==> src/rtl/pkt_fifo_pkg.sv <==
package pkt_fifo_pkg;

   // Bit layout of one stored entry, from the lowest bit up:
   // data, id, empty-byte count, error, end, start.
   function automatic int unsigned id_lo(input int unsigned dw);
      return dw;
   endfunction

   function automatic int unsigned mty_lo(input int unsigned dw, input int unsigned iw);
      return dw + iw;
   endfunction

   function automatic int unsigned err_bit(input int unsigned dw, input int unsigned iw,
                                           input int unsigned mw);
      return dw + iw + mw;
   endfunction

   function automatic int unsigned entry_w(input int unsigned dw, input int unsigned iw,
                                           input int unsigned mw);
      return dw + iw + mw + 3;
   endfunction

endpackage

==> src/rtl/pkt_fifo_store.sv <==
module pkt_fifo_store #(
   parameter int unsigned WIDTH = 41,
   parameter int unsigned DEPTH = 16,
   localparam int unsigned AW   = $clog2(DEPTH)
) (
   input  logic             clk,
   input  logic             we,
   input  logic [AW-1:0]    waddr,
   input  logic [WIDTH-1:0] wdata,
   input  logic [AW-1:0]    raddr,
   output logic [WIDTH-1:0] rdata
);

   logic [WIDTH-1:0] ent [DEPTH];

   for (genvar g = 0; g < DEPTH; g++) begin : g_ent
      always_ff @(posedge clk) begin
         if (we && (waddr == AW'(g))) begin
            ent[g] <= wdata;
         end
      end
   end

   assign rdata = ent[raddr];

endmodule

==> src/rtl/pkt_fifo_ctrl.sv <==
module pkt_fifo_ctrl #(
   parameter int unsigned DEPTH = 16,
   localparam int unsigned AW   = $clog2(DEPTH),
   localparam int unsigned CW   = AW + 1
) (
   input  logic          clk,
   input  logic          rst,
   input  logic          wr_en,
   input  logic          rd_en,
   output logic          wr_acc,
   output logic          rd_fire,
   output logic [AW-1:0] waddr,
   output logic [AW-1:0] raddr,
   output logic [CW-1:0] count,
   output logic          wr_ready,
   output logic          overflow
);

   localparam logic [CW-1:0] FULL_CNT = CW'(DEPTH);

   logic empty;

   assign empty    = (count == '0);
   assign wr_ready = (count != FULL_CNT);
   assign wr_acc   = wr_en && wr_ready;
   assign rd_fire  = rd_en && !empty;

   always_ff @(posedge clk) begin
      if (rst) begin
         waddr    <= '0;
         raddr    <= '0;
         count    <= '0;
         overflow <= 1'b0;
      end else begin
         if (wr_acc)  waddr <= waddr + 1'b1;
         if (rd_fire) raddr <= raddr + 1'b1;
         case ({wr_acc, rd_fire})
            2'b10:   count <= count + 1'b1;
            2'b01:   count <= count - 1'b1;
            default: count <= count;
         endcase
         if (wr_en && !wr_ready) overflow <= 1'b1;
      end
   end

   // stored count never exceeds the depth
   a_r2_count_bound: assert property (@(posedge clk) disable iff (rst)
      count <= FULL_CNT);

   // a refused write sets the flag, and the flag stays set
   a_r3_overflow_set: assert property (@(posedge clk) disable iff (rst)
      (wr_en && !wr_ready) |=> overflow);
   a_r3_overflow_sticky: assert property (@(posedge clk) disable iff (rst)
      overflow |=> overflow);

   // reading an empty buffer consumes nothing
   a_r5_empty_read_holds: assert property (@(posedge clk) disable iff (rst)
      (rd_en && empty && !wr_en) |=> (count == '0));

   // simultaneous write and read keep the count
   a_r9_count_hold: assert property (@(posedge clk) disable iff (rst)
      (wr_en && wr_ready && rd_en && !empty) |=> $stable(count));

endmodule

==> src/rtl/pkt_fifo_eop_track.sv <==
module pkt_fifo_eop_track #(
   parameter int unsigned DEPTH  = 16,
   parameter int unsigned THRESH = 8,
   localparam int unsigned AW    = $clog2(DEPTH),
   localparam int unsigned CW    = AW + 1
) (
   input  logic          clk,
   input  logic          rst,
   input  logic          push_eop,
   input  logic          pop_eop,
   input  logic [CW-1:0] count,
   output logic [CW-1:0] eop_cnt,
   output logic          rd_avail
);

   localparam logic [CW-1:0] THR = CW'(THRESH);

   always_ff @(posedge clk) begin
      if (rst) begin
         eop_cnt <= '0;
      end else begin
         case ({push_eop, pop_eop})
            2'b10:   eop_cnt <= eop_cnt + 1'b1;
            2'b01:   eop_cnt <= eop_cnt - 1'b1;
            default: eop_cnt <= eop_cnt;
         endcase
      end
   end

   assign rd_avail = (count > THR) || (eop_cnt != '0);

endmodule

==> src/rtl/pkt_out_fifo.sv <==
module pkt_out_fifo
   import pkt_fifo_pkg::*;
#(
   parameter int unsigned DATA_W = 32,
   parameter int unsigned MTY_W  = 2,
   parameter int unsigned DEPTH  = 16,
   parameter int unsigned ID_W   = 4,
   parameter int unsigned THRESH = 8
) (
   input  logic              clk,
   input  logic              rst,
   input  logic              wr_en,
   input  logic              wr_sop,
   input  logic              wr_eop,
   input  logic              wr_err,
   input  logic [MTY_W-1:0]  wr_mty,
   input  logic [DATA_W-1:0] wr_data,
   input  logic [ID_W-1:0]   wr_id,
   output logic              wr_ready,
   output logic              overflow,
   output logic              rd_avail,
   input  logic              rd_en,
   output logic              rd_valid,
   output logic              rd_sop,
   output logic              rd_eop,
   output logic              rd_err,
   output logic [MTY_W-1:0]  rd_mty,
   output logic [DATA_W-1:0] rd_data,
   output logic [ID_W-1:0]   rd_id
);

   localparam int unsigned AW     = $clog2(DEPTH);
   localparam int unsigned CW     = AW + 1;
   localparam int unsigned EW     = entry_w(DATA_W, ID_W, MTY_W);
   localparam int unsigned ID_LO  = id_lo(DATA_W);
   localparam int unsigned MTY_LO = mty_lo(DATA_W, ID_W);
   localparam int unsigned ERR_B  = err_bit(DATA_W, ID_W, MTY_W);
   localparam int unsigned EOP_B  = ERR_B + 1;
   localparam int unsigned SOP_B  = ERR_B + 2;

   initial begin
      a_prm_depth_pow2: assert (DEPTH >= 2 && DEPTH == (1 << AW))
         else $fatal(1, "DEPTH must be a power of two, at least 2");
      a_prm_thresh: assert (THRESH < DEPTH)
         else $fatal(1, "THRESH must be below DEPTH");
      a_prm_mty: assert (MTY_W >= 1 && DATA_W == (8 << MTY_W))
         else $fatal(1, "MTY_W must be log2 of the bytes per word");
      a_prm_id: assert (ID_W >= 1)
         else $fatal(1, "ID_W must be at least 1");
   end

   logic          wr_acc, rd_fire;
   logic [AW-1:0] waddr, raddr;
   logic [CW-1:0] count, eop_cnt;
   logic [EW-1:0] wword, rword, oword;

   assign wword = {wr_sop, wr_eop, wr_err, wr_mty, wr_id, wr_data};

   pkt_fifo_ctrl #(.DEPTH(DEPTH)) ctrl_i (
      .clk      (clk),
      .rst      (rst),
      .wr_en    (wr_en),
      .rd_en    (rd_en),
      .wr_acc   (wr_acc),
      .rd_fire  (rd_fire),
      .waddr    (waddr),
      .raddr    (raddr),
      .count    (count),
      .wr_ready (wr_ready),
      .overflow (overflow)
   );

   pkt_fifo_store #(.WIDTH(EW), .DEPTH(DEPTH)) store_i (
      .clk   (clk),
      .we    (wr_acc),
      .waddr (waddr),
      .wdata (wword),
      .raddr (raddr),
      .rdata (rword)
   );

   pkt_fifo_eop_track #(.DEPTH(DEPTH), .THRESH(THRESH)) eop_i (
      .clk      (clk),
      .rst      (rst),
      .push_eop (wr_acc && wr_eop),
      .pop_eop  (rd_fire && rword[EOP_B]),
      .count    (count),
      .eop_cnt  (eop_cnt),
      .rd_avail (rd_avail)
   );

   always_ff @(posedge clk) begin
      if (rst) begin
         rd_valid <= 1'b0;
         oword    <= '0;
      end else begin
         rd_valid <= rd_fire;
         if (rd_fire) oword <= rword;
      end
   end

   assign rd_data = oword[DATA_W-1:0];
   assign rd_id   = oword[ID_LO +: ID_W];
   assign rd_mty  = oword[MTY_LO +: MTY_W];
   assign rd_err  = oword[ERR_B];
   assign rd_eop  = oword[EOP_B];
   assign rd_sop  = oword[SOP_B];

   // a read of a non-empty buffer yields a valid word next cycle
   a_r4_valid_follows_read: assert property (@(posedge clk) disable iff (rst)
      (rd_en && count != '0) |=> rd_valid);

   // the end-of-packet tally never exceeds the stored words
   a_r7_eop_le_count: assert property (@(posedge clk) disable iff (rst)
      eop_cnt <= count);

endmodule

==> config.mk <==
export PLATFORM = sky130hd
export DESIGN_NAME = pkt_out_fifo
export DESIGN_NICKNAME = d
export VERILOG_FILES = /design/src/rtl/pkt_fifo_pkg.sv /design/src/rtl/pkt_fifo_store.sv /design/src/rtl/pkt_fifo_ctrl.sv /design/src/rtl/pkt_fifo_eop_track.sv /design/src/rtl/pkt_out_fifo.sv
export SDC_FILE = /design/constraint.sdc
export NUM_CORES = 1
export LEC_CHECK = 0
export ABC_CLOCK_PERIOD_IN_PS = 6600
export CAP_MARGIN = 10
export CORE_MARGIN = 1
export CORE_UTILIZATION = 35
export DETAILED_ROUTE_END_ITERATION = 6
export GPL_TIMING_DRIVEN = 0
export SLEW_MARGIN = 10
export SYNTH_ARGS = -nofsm -noshare
export SYNTH_HDL_FRONTEND = slang
export SYNTH_HIERARCHICAL = 1
export SYNTH_SLANG_ARGS = --single-unit
==> constraint.sdc <==
create_clock -name clk -period 6.6 [get_ports clk]
set_clock_uncertainty 0.1 [all_clocks]
set_input_delay 0.66 -clock clk [delete_from_list [all_inputs] [get_ports clk]]
set_output_delay 0.66 -clock clk [all_outputs]
set_load 0.03 [all_outputs]
==> impl_metrics.tcl <==
set metrics [dict create \
    die_h_um 281.1 \
    cts_hold_buf 0 \
    placementRows 101 \
    fin_crit_sh_pct 61.18 \
    drt-pass1-iter-count 5 \
    status "complete, no violations" \
    io_pins 90 \
    startpoint_type "flip-flop" \
    crit_required_ps 7010 \
    grt_use_total_pct 16.87 \
    numPortBuffers 89 \
    vias 13570 \
    fin_tns_setup_ps 0 \
    hold_viol_final 0 \
    pwr_density_cell_nw_per_um2 371.5 \
    multi_input_area_um2 6025 \
    peakVddDrop_mv 0.1634 \
    setup-violations-final 0 \
    vias_per_cell 5.219 \
    drv_cap 0 \
    syn_area_per_cell_um2 21.05 \
    layout-drive-gt1-share_pct 24.62 \
    fp.dieArea_um2 79020 \
    fin_total_pwr_mw 12.14 \
    slew_headroom_pct 28.11 \
    final_cell_area_um2 32690 \
    crit_path_end_kind "flip-flop" \
    syn_nets 1351 \
    grt_overflow 0 \
    grt_antenna_before_repair 5 \
    nNetsFinal 1563 \
    grt_pass1_vias 14270 \
    timing.fmax_ghz 0.2476 \
    tightestPinTransition_ps 1078 \
    cts_setup_buffers 0 \
    wire_per_inst_um 24.95 \
    area_growth_pct 19.90 \
    drt_wl_total_um 64880 \
    ys_warn_count 6 \
    htreeDepth 3 \
    grt_pass1_wl_um 95600 \
    final_core_util_pct 42.76 \
    placed_area_um2 30300 \
    cts_resized 0 \
    path_class "flip-flop to flip-flop" \
    core_region_area_um2 76450 \
    rsz0062_at_grt "no" \
    ys_ff_latch 717 \
    drc 0 \
    dp_slack_ps 2571 \
    dieWidth_um 281.1 \
    grt_max_degree 21 \
    ff_latch_area_um2 20920 \
    drtIter0Drc 1245 \
    cts_root_buf "clkbuf_16" \
    ant_nets 0 \
    fin_cells 2600 \
    timing.hold.ws_ps 392.2 \
    min_period_ps 4038 \
    numCtsBuffers 74 \
    dp_hpwl_um 41840 \
    place_inst 2461 \
    hold_class "flip-flop to flip-flop" \
    gp_congestion 0.7148 \
    layout_setup_ws_ps 2562 \
    synth_cells 1295 \
    synth.distinct_cells 50 \
    leakage_nw 10.27 \
    cts_tree "done" \
    max-clock-path-buffers 3 \
    critPathMaxFanout 10 \
    netlist_area_um2 27270 \
    cts.clk_slew.worst_paths_ps 60 \
    fillCellCount 6548 \
    clock-sinks 717 \
    seq_area_frac_synth_pct 76.73 \
    maxSlewViolCount 0 \
    clk_latency_ps 620 \
    initial_utilization_pct 35.66 \
    critPathArrivalTime_ps 4440 \
]
==> power by group <==
group          total, mW  switching, mW  internal [mW]
registers           5.31          0.127           5.19
clock network       4.09           1.72           2.37
logic               2.74           1.45           1.29
==> state kept, by name, indices dropped and copies added (netlist names) <==
name	cells
ctrl_i/waddr	4
ctrl_i/overflow	1
eop_i/eop_cnt	5
oword	41
rd_valid	1
store_i/ent	656
ctrl_i/count	5
ctrl_i/raddr	4
==> layout by cell type (no fill, tap or decap), types with 5 or more instances in the layout <==
| cell | n |
|---|---|
| clkbuf_1 | 40 |
| xor2_1 | 8 |
| buf_6 | 7 |
| clkinv_2 | 12 |
| buf_12 | 19 |
| dfxtp_1 | 61 |
| mux4_2 | 164 |
| a22oi_1 | 82 |
| buf_16 | 9 |
| nand2_1 | 47 |
| nor2_1 | 67 |
| clkbuf_8 | 9 |
| inv_6 | 7 |
| buf_2 | 22 |
| nor2_4 | 12 |
| nor2b_1 | 5 |
| clkbuf_16 | 75 |
| buf_4 | 26 |
| mux2i_1 | 45 |
| buf_1 | 12 |
| inv_1 | 7 |
| a21oi_1 | 7 |
| clkinv_1 | 7 |
| ha_1 | 10 |
| edfxtp_1 | 656 |
| clkdlybuf4s50_1 | 89 |
==> synth_stat cells (all sizes together) <==
| master | n | area share (%) |
|---|---|---|
| a2111oi | 1 | 0.032 |
| a211oi | 3 | 0.083 |
| a21o | 1 | 0.032 |
| a21oi | 7 | 0.13 |
| a22oi | 82 | 2.3 |
| a311o | 1 | 0.037 |
| a31oi | 2 | 0.046 |
| a32oi | 1 | 0.032 |
| and2 | 3 | 0.069 |
| and3 | 1 | 0.023 |
| and4b | 1 | 0.037 |
| buf | 48 | 1.2 |
| clkbuf | 23 | 0.32 |
| dfxtp | 61 | 4.5 |
| edfxtp | 656 | 72 |
| fa | 1 | 0.073 |
| ha | 10 | 0.46 |
| inv | 8 | 0.11 |
| mux2 | 2 | 0.096 |
| mux2i | 45 | 1.7 |
| mux4 | 164 | 14 |
| nand2 | 47 | 0.65 |
| nand2b | 4 | 0.092 |
| nand3 | 3 | 0.055 |
| nand3b | 2 | 0.055 |
| nor2 | 79 | 1.1 |
| nor2b | 5 | 0.11 |
| nor3 | 4 | 0.073 |
| nor3b | 1 | 0.028 |
| nor4 | 4 | 0.11 |
| nor4b | 1 | 0.032 |
| nor4bb | 1 | 0.037 |
| o211ai | 2 | 0.092 |
| o21ai | 3 | 0.096 |
| o31ai | 1 | 0.028 |
| or3 | 2 | 0.046 |
| or3b | 2 | 0.064 |
| or4 | 1 | 0.041 |
| xnor2 | 4 | 0.13 |
| xor2 | 8 | 0.26 |
==> final cells by class <==
class,instances,area share [%]
Multi-Input combinational cell,499,18.43
Clock inverter,35,0.9798
Tap cell,1030,3.942
Buffer,71,1.229
Timing Repair Buffer,136,4.998
Sequential cell,717,63.99
Inverter,8,0.09185
Antenna cell,2,0.01531
Clock buffer,102,6.326
==> worst max-delay path, stage by stage, from the launching register on <==
cell and delay, ps:
dfxtp_1 440, buf_2 290, buf_1 670, mux4_2 410, a22oi_1 200, nand2_1 100, and2_1 190, ha_1 200
buf_2 170, xor2_1 150, ha_1 200, o21ai_0 90, a211oi_1 380, mux2_4 330
==> kinds of logic after synthesis <==
logic type                 after synthesis  synth area share, %
xor gates and xnor gates                12               0.3855
muxes                                  211                15.29
and+or+nand+nor                        161                2.616
DFF                                    717                76.73
buffers and inverters                   79                1.583
adders and majority gates               11               0.5323
AOI/OAI and AO/OA                      104                2.863
==> path summary, 6_finish.rpt <==
kind | from | endpoint | slack [ps] | cells past startpoint
max | ctrl_i/raddr[1]$_SDFFE_PP0P_ | eop_i/eop_cnt[4]$_SDFFE_PP0P_ | 2560 | 13
max reg2reg | ctrl_i/raddr[1]$_SDFFE_PP0P_ | eop_i/eop_cnt[4]$_SDFFE_PP0P_ | 2560 | 13
min reg2reg | oword[17]$_SDFFE_PP0P_ | oword[17]$_SDFFE_PP0P_ | 390 | 2
min | oword[17]$_SDFFE_PP0P_ | oword[17]$_SDFFE_PP0P_ | 390 | 2
==> per-layer routing <==
layer	vias to the layer above	share of wire [%]	GRT usage, %
met3	84	7.9	4.215
met2	467	50	27.82
met4	6	1.8	4.820
li1	5778	-	-
met1	7235	41	22.07
met5	-	0.063	0
(Power assumes the default switching activity.)
